==> config.mk <==
export PLATFORM = sky130hd
export DESIGN_NAME = lpt_printer_regs
export DESIGN_NICKNAME = d
export VERILOG_FILES = /design/src/rtl/lpt_printer_regs.sv
export SDC_FILE = /design/constraint.sdc
export NUM_CORES = 1
export LEC_CHECK = 0
export BUFFER_PORTS_ARGS = -buffer_cell sky130_fd_sc_hd__buf_4
export CORE_UTILIZATION = 50
export DETAILED_ROUTE_END_ITERATION = 8
export PLACE_DENSITY = 0.82
export SLEW_MARGIN = 10
export SYNTH_ARGS = -nofsm -noshare
export SYNTH_HDL_FRONTEND = slang
export SYNTH_SLANG_ARGS = --single-unit
==> constraint.sdc <==
create_clock -name clk -period 1.4 [get_ports clk]
set_input_delay 0.07 -clock clk [delete_from_list [all_inputs] [get_ports clk]]
set_output_delay 0.07 -clock clk [all_outputs]
set_load 0.05 [all_outputs]
==> src/rtl/lpt_printer_regs.sv <==
module lpt_printer_regs #(
  parameter int ADDR_W = 16,
  parameter logic [7:0] UNMAPPED = 8'hFF
) (
  input  logic              clk,
  input  logic              rst_n,
  input  logic [ADDR_W-1:0] addr,
  input  logic              wr_en,
  input  logic              rd_en,
  input  logic [7:0]        wdata,
  input  logic [7:0]        ext_in,
  output logic [7:0]        rdata,
  output logic              tx_valid,
  output logic [7:0]        tx_byte,
  output logic              irq
);
  localparam logic [2:0] OFF_DATA = 3'd0;
  localparam logic [2:0] OFF_STAT = 3'd1;
  localparam logic [2:0] OFF_CTRL = 3'd2;
  localparam int S_BUSY = 7, S_ACK = 6, S_ONL = 4, S_ERR = 3;
  localparam int C_STB = 0, C_INIT = 2, C_SEL = 3, C_IEN = 4, C_DIR = 5;
  localparam logic [7:0] STAT_FORCED = 8'((1 << S_BUSY) | (1 << S_ACK) | (1 << S_ONL) | (1 << S_ERR));

  logic [7:0] wlat_q, rlat_q, stat_q, ctrl_q, stat_d, rd_mux;
  logic       pend_q;

  wire [2:0] off     = addr[2:0];
  wire       rd_ok   = rd_en & ~wr_en;
  wire       wr_data = wr_en & (off == OFF_DATA);
  wire       wr_ctrl = wr_en & (off == OFF_CTRL);
  wire       rd_stat = rd_ok & (off == OFF_STAT);
  wire       hs_sel  = wdata[C_INIT] & wdata[C_SEL];
  wire       emit    = wr_ctrl & hs_sel & wdata[C_STB] & ~ctrl_q[C_STB];
  wire       arm     = wr_ctrl & hs_sel & ~wdata[C_STB] & ctrl_q[C_IEN];

  always_comb begin
    stat_d = stat_q;
    if (wr_ctrl) begin
      if (!wdata[C_INIT])
        stat_d = STAT_FORCED;
      else if (wdata[C_SEL] && wdata[C_STB])
        stat_d[S_BUSY] = 1'b0;
    end else if (rd_stat && !stat_q[S_BUSY] && !ctrl_q[C_STB]) begin
      if (stat_q[S_ACK]) begin
        stat_d[S_ACK] = 1'b0;
      end else begin
        stat_d[S_ACK]  = 1'b1;
        stat_d[S_BUSY] = 1'b1;
      end
    end
  end

  always_comb begin
    case (off)
      OFF_DATA: rd_mux = ctrl_q[C_DIR] ? rlat_q : wlat_q;
      OFF_STAT: rd_mux = stat_q;
      OFF_CTRL: rd_mux = ctrl_q;
      default:  rd_mux = UNMAPPED;
    endcase
  end

  always_ff @(posedge clk) begin
    if (!rst_n) begin
      wlat_q   <= '0;
      rlat_q   <= '0;
      stat_q   <= '0;
      ctrl_q   <= '0;
      pend_q   <= 1'b0;
      rdata    <= '0;
      tx_valid <= 1'b0;
      tx_byte  <= '0;
      irq      <= 1'b0;
    end else begin
      rlat_q   <= ext_in;
      stat_q   <= stat_d;
      tx_valid <= emit;
      irq      <= pend_q & ctrl_q[C_IEN];
      if (wr_data) wlat_q  <= wdata;
      if (wr_ctrl) ctrl_q  <= wdata;
      if (emit)    tx_byte <= wlat_q;
      if (rd_ok)   rdata   <= rd_mux;
      if (rd_stat)  pend_q <= 1'b0;
      else if (arm) pend_q <= 1'b1;
    end
  end
endmodule

-- Word-level counts from Yosys, hierarchy flattened
Cells that the tools add are included.
W data, S select, Z words.
- eq/ne operators: 5
- mux-type cells: 9
- bitwise operators: 16
- reduce and logical (&&, ||, !) cells: 11
- operator list (cell ; count):
    $pmux W8 S3 ; 1
    $and A1 B1 Y1 ; 11
    $mux W8 ; 1
    $mux W7 ; 1
    $not A1 Y1 ; 5
    $mux W1 ; 4
    $mux W2 ; 2
    $reduce_and A2 Y1 ; 2
    $eq A3 B1 Y1 const B ; 1
    $eq A3 B2 Y1 const B ; 1
    $logic_and A1 B1 Y1 ; 3
    $logic_not A3 Y1 ; 1
    $ne A3 B2 Y1 const B ; 1
    $reduce_and A3 Y1 ; 1
    $logic_not A1 Y1 ; 2
    $ne A2 B1 Y1 const B ; 1
    $ne A2 B2 Y1 const B ; 1
    $reduce_bool A2 Y1 ; 1
    $reduce_or A2 Y1 ; 1
- register bits after elaboration: 46
- input bits: 36
- output and inout port bits: 18
- logic and storage cells: 52

-- Longest topological paths before layout
- word-level depth: 7
- mapped depth: 5
- depth with buffers taken out: 3

-- Least setup slack after synthesis
OpenSTA, ideal clock, no wires.
- path type: flip-flop to flip-flop
- from: reg ctrl_q[5]
- to: reg rdata[5]
- setup time: 0.070 ns
- arrival: 1.136 ns
- slack: 0.194 ns
- cell stages (with the launch flop): 5
- cells stage by stage: dfxtp_1 buf_6 or3b_1 a211o_1 a21oi_1
- word-level cells in the longest chain between the ends: 2
- ends and longest elaborated chain (item ; RTL line ; source):
    start, declared ; 24 ; logic [7:0] wlat_q, rlat_q, stat_q, ctrl_q, stat_d, rd_mux;
    start signal, assigned ; 79 ; if (wr_ctrl) ctrl_q <= wdata;
    $mux W8 ; 55 ; OFF_DATA: rd_mux = ctrl_q[C_DIR] ? rlat_q : wlat_q;
    $pmux W8 S3 * ; 54 ; case (off)
    end signal, assigned ; 81 ; if (rd_ok) rdata <= rd_mux;
    end, declared ; 12 ; output logic [7:0] rdata,
Mark *: on every way between the ends. The rest lies on a longest branch, timed or not.
A chain may end at the register's enable or synchronous reset.

-- Worst setup path after layout
Ends and elaborated chain as after synthesis.

==> results.py <==
metrics = {
    "logic_synthesis": {
        "yosysWarnings": 0,
        "synth_edf_count": 0,
        "yosys.area.top_type": "dfxtp_1",
        "ys.flop_type": "dfxtp_1",
        "synth_cell_types": 37,
        "yosys.area_share.simple": 0.230,
        "synth.area.top_cells": "dfxtp_1 (48%), nand2_1 (10%), a21oi_1 (6.3%), mux2i_1 (4.2%), mux2_2 (4.1%)",
        "syn_nets": 245,
        "synth_xor_area_frac": 0,
        "synth_adder_area_share": 0,
        "async_reset_ff_frac": 0,
        "ys_seq_area_frac": 0.483,
        "ys_ff_latch": 46,
        "synthCells": 209,
        "synthMuxAreaShare": 0.0833,
        "synth_area_um2": 1910,
        "synth_compound_area_frac": 0.159,
        "syn-mean-instance-area_um2": 9.12,
        "synth_top_family_by_area": "simple AND/OR/NAND/NOR gates",
        "synth_top_area_share": 0.483,
    },
    "timing": {
        "finalSetupTns_ps": 0,
        "fin_hold_ws_ps": 13.0,
        "max-slew-margin-rel": 0.672,
        "tightest_slew_ps": 490,
        "fin_crit_sh": 0.918,
        "hold_viol": 0,
        "rsz0062_at_grt": "false",
        "clock_skew_ps": 7.34,
        "slew_violations": 0,
        "setup_viol_count_final": 0,
        "period_minus_slack_ps": 1280,
        "max_freq_mhz": 778,
    },
    "die": {
        "die_h_um": 63.8,
        "die-area_um2": 4060,
        "start_util": 0.521,
        "top_level_ports": 54,
        "rows": 22,
        "fp.dieW_um": 63.8,
        "design.core.area_um2": 3660,
    },
    "critical_path": {
        "arrival_ps": 1520,
        "worstSetupStartpointType": "register",
        "worstSetupEndpointType": "register",
        "crit_path_start": "ctrl_q[5]",
        "reg2reg_depth": 3,
        "worstPathRequired_ps": 1630,
        "ff2ff_setup_slack_ps": 120,
        "rr_startpoint": "ctrl_q[5]",
        "rr_endpoint": "rdata[5]",
        "path_class": "register to register",
        "endpoint": "rdata[5]",
        "cp_max_fo": 10,
    },
    "flow_run": {
        "drv_cap": 0,
    },
    "route": {
        "dr.pass1.iters": 4,
        "met1_length_um": 1840,
        "wl_met3_um": 226,
        "drc_errors": 0,
        "vias": 1639,
        "route.final.wire_length_um": 4160,
        "dr.max_layer_used": "met4",
        "wl_met2_um": 2020,
        "first_iter_violations": 50,
        "drt.antenna.violating_nets": 0,
        "wl_per_cell_um": 13.7,
        "via_per_inst": 5.39,
    },
    "place": {
        "dp_cells": 288,
        "io_buffers": 40,
        "dp_hpwl_um": 2880,
        "finalWeightedCongestion": 0.782,
    },
    "clocking": {
        "clkTransAtPathRegs_ps": 90,
        "cts-buffers-inserted": 5,
        "cts_root_buf": "clkbuf_8",
        "cts_tree": "yes",
        "clk_path_buf_depth": 2,
        "clkLatencyLatePin_ps": 310,
        "cts_sinks": 46,
        "htreeDepth": 2,
    },
    "global_routing": {
        "track_usage": 0.216,
        "gr-total-overflow": 0,
        "grt_pass1_wl_um": 6570,
        "grt_pass1_vias": 1423,
        "grt_start_max_net_pins": 23,
        "antenna_found_initial": 0,
    },
    "final_layout": {
        "num_antenna_cells": 0,
        "final_core_util": 0.659,
        "area_growth_pct": 26.5,
        "instances_no_fill": 304,
        "drive_above_1_share": 0.258,
        "layout.nets": 291,
    },
    "min_path": {
        "hp-class": "primary input to register",
    },
    "power": {
        "powerDensity_nw_per_um2": 1090,
        "cellLeakagePower_nw": 0.998,
        "ir_worst_vdd_mv": 0.617,
    },
    "run_status": {
        "status": "complete, no violations",
    },
}
==> layout by cell type (no fill, tap or decap), types with 2 or more instances in the layout <==
cell type / instances
o21ai_0: 11
a22oi_1: 5
clkbuf_8: 5
nor3b_2: 2
mux2_2: 7
mux2i_1: 8
a21o_1: 2
a31oi_1: 2
nor2b_1: 2
dfxtp_1: 45
nand3b_1: 3
buf_4: 45
dlygate4sd3_1: 8
and3_1: 3
clkinv_2: 2
and2_1: 9
nor2_1: 3
nand2_1: 51
a21oi_1: 24
==> flip-flops by register name, indices dropped and copies added, names as in the netlist <==
signal,cells
ctrl_q,8
irq,1
pend_q,1
rdata,8
rlat_q,8
stat_q,3
tx_byte,8
tx_valid,1
wlat_q,8
==> cells in the mapped netlist (2+ instances only) <==
cell type   n
a21o_1      2
a21oi_1    24
a22oi_1     5
a31oi_1     2
and2_1      9
and3_1      3
buf_2       6
buf_4       2
buf_6       2
clkbuf_1    3
dfxtp_1    46
mux2_2      7
mux2i_1     8
nand2_1    51
nand3b_1    3
nor2_1      3
nor2b_1     2
nor3b_2     2
o21ai_0    11
==> logic make-up after synthesis <==
group	count (synthesis)
buf+inv	15
flops	46
simple gates	82
mux	15
compound gates	51
==> worst min path at each step <==
| stage | start | to | slack (ps) | cells past startpoint |
|---|---|---|---|---|
| after global placement | ext_in[7] | rlat_q[7] | 280 | 2 |
| after global routing | wdata[1] | ctrl_q[1] | 20 | 3 |
| after CTS | wdata[1] | wlat_q[1] | 7 | 3 |
| after detailed placement | ext_in[3] | rlat_q[3] | 280 | 2 |
| after floorplan | ext_in[0] | rlat_q[0] | 200 | 1 |
| final | wdata[1] | wlat_q[1] | 10 | 3 |
==> critical path, stage by stage (launching register included) <==
cell and delay, ps:
dfxtp_2 390, or3b_1 390, a211o_1 280, a21oi_1 150
==> power by group <==
group / leakage [nW] / internal [mW] / switching (mW) / total (mW)
Sequential: 0.376 / 1.35 / 0.0237 / 1.37
Combinational: 0.564 / 0.126 / 0.167 / 0.293
Clock: 0.0579 / 0.525 / 0.438 / 0.963
Total: 0.998 / 2.00 / 0.629 / 2.63
==> per-layer routing <==
layer / vias up / GRT usage
met5: - / 0
met4: 0 / 0.0852
met3: 5 / 0.0643
met2: 45 / 0.342
met1: 776 / 0.275
li1: 813 / -
==> per-stage QoR <==
step / setup WS (ps) / cell area [um2] / total power [mW]
after floorplan: 194 / 1910 / 1.57
after global placement: 98.3 / 2220 / 1.67
after detailed placement: 77.8 / 2220 / 1.68
after CTS: 43.0 / 2410 / 2.65
after global routing: 90.3 / 2410 / 2.74
final: 115 / 2410 / 2.63
==> repair_timing <==
action                                 in CTS  in global routing
endpoints found under the hold margin       8                  0
gates resized for setup                     0                  1
setup endpoints to repair                   0                  1
hold buffers                                8                  0
setup buffers                               0                  0
==> area by class of cell <==
| cell class | count | area (um2) |
|---|---|---|
| clock inverter | 3 | 40.0 |
| tap | 48 | 60.1 |
| inverter | 1 | 3.75 |
| sequential | 46 | 922 |
| clock buffer | 5 | 68.8 |
| fill | 314 | 1250 |
| timing repair buffer | 53 | 418 |
| multi-input combinational | 148 | 900 |
Note: power is estimated with default switching activity, not from simulation.
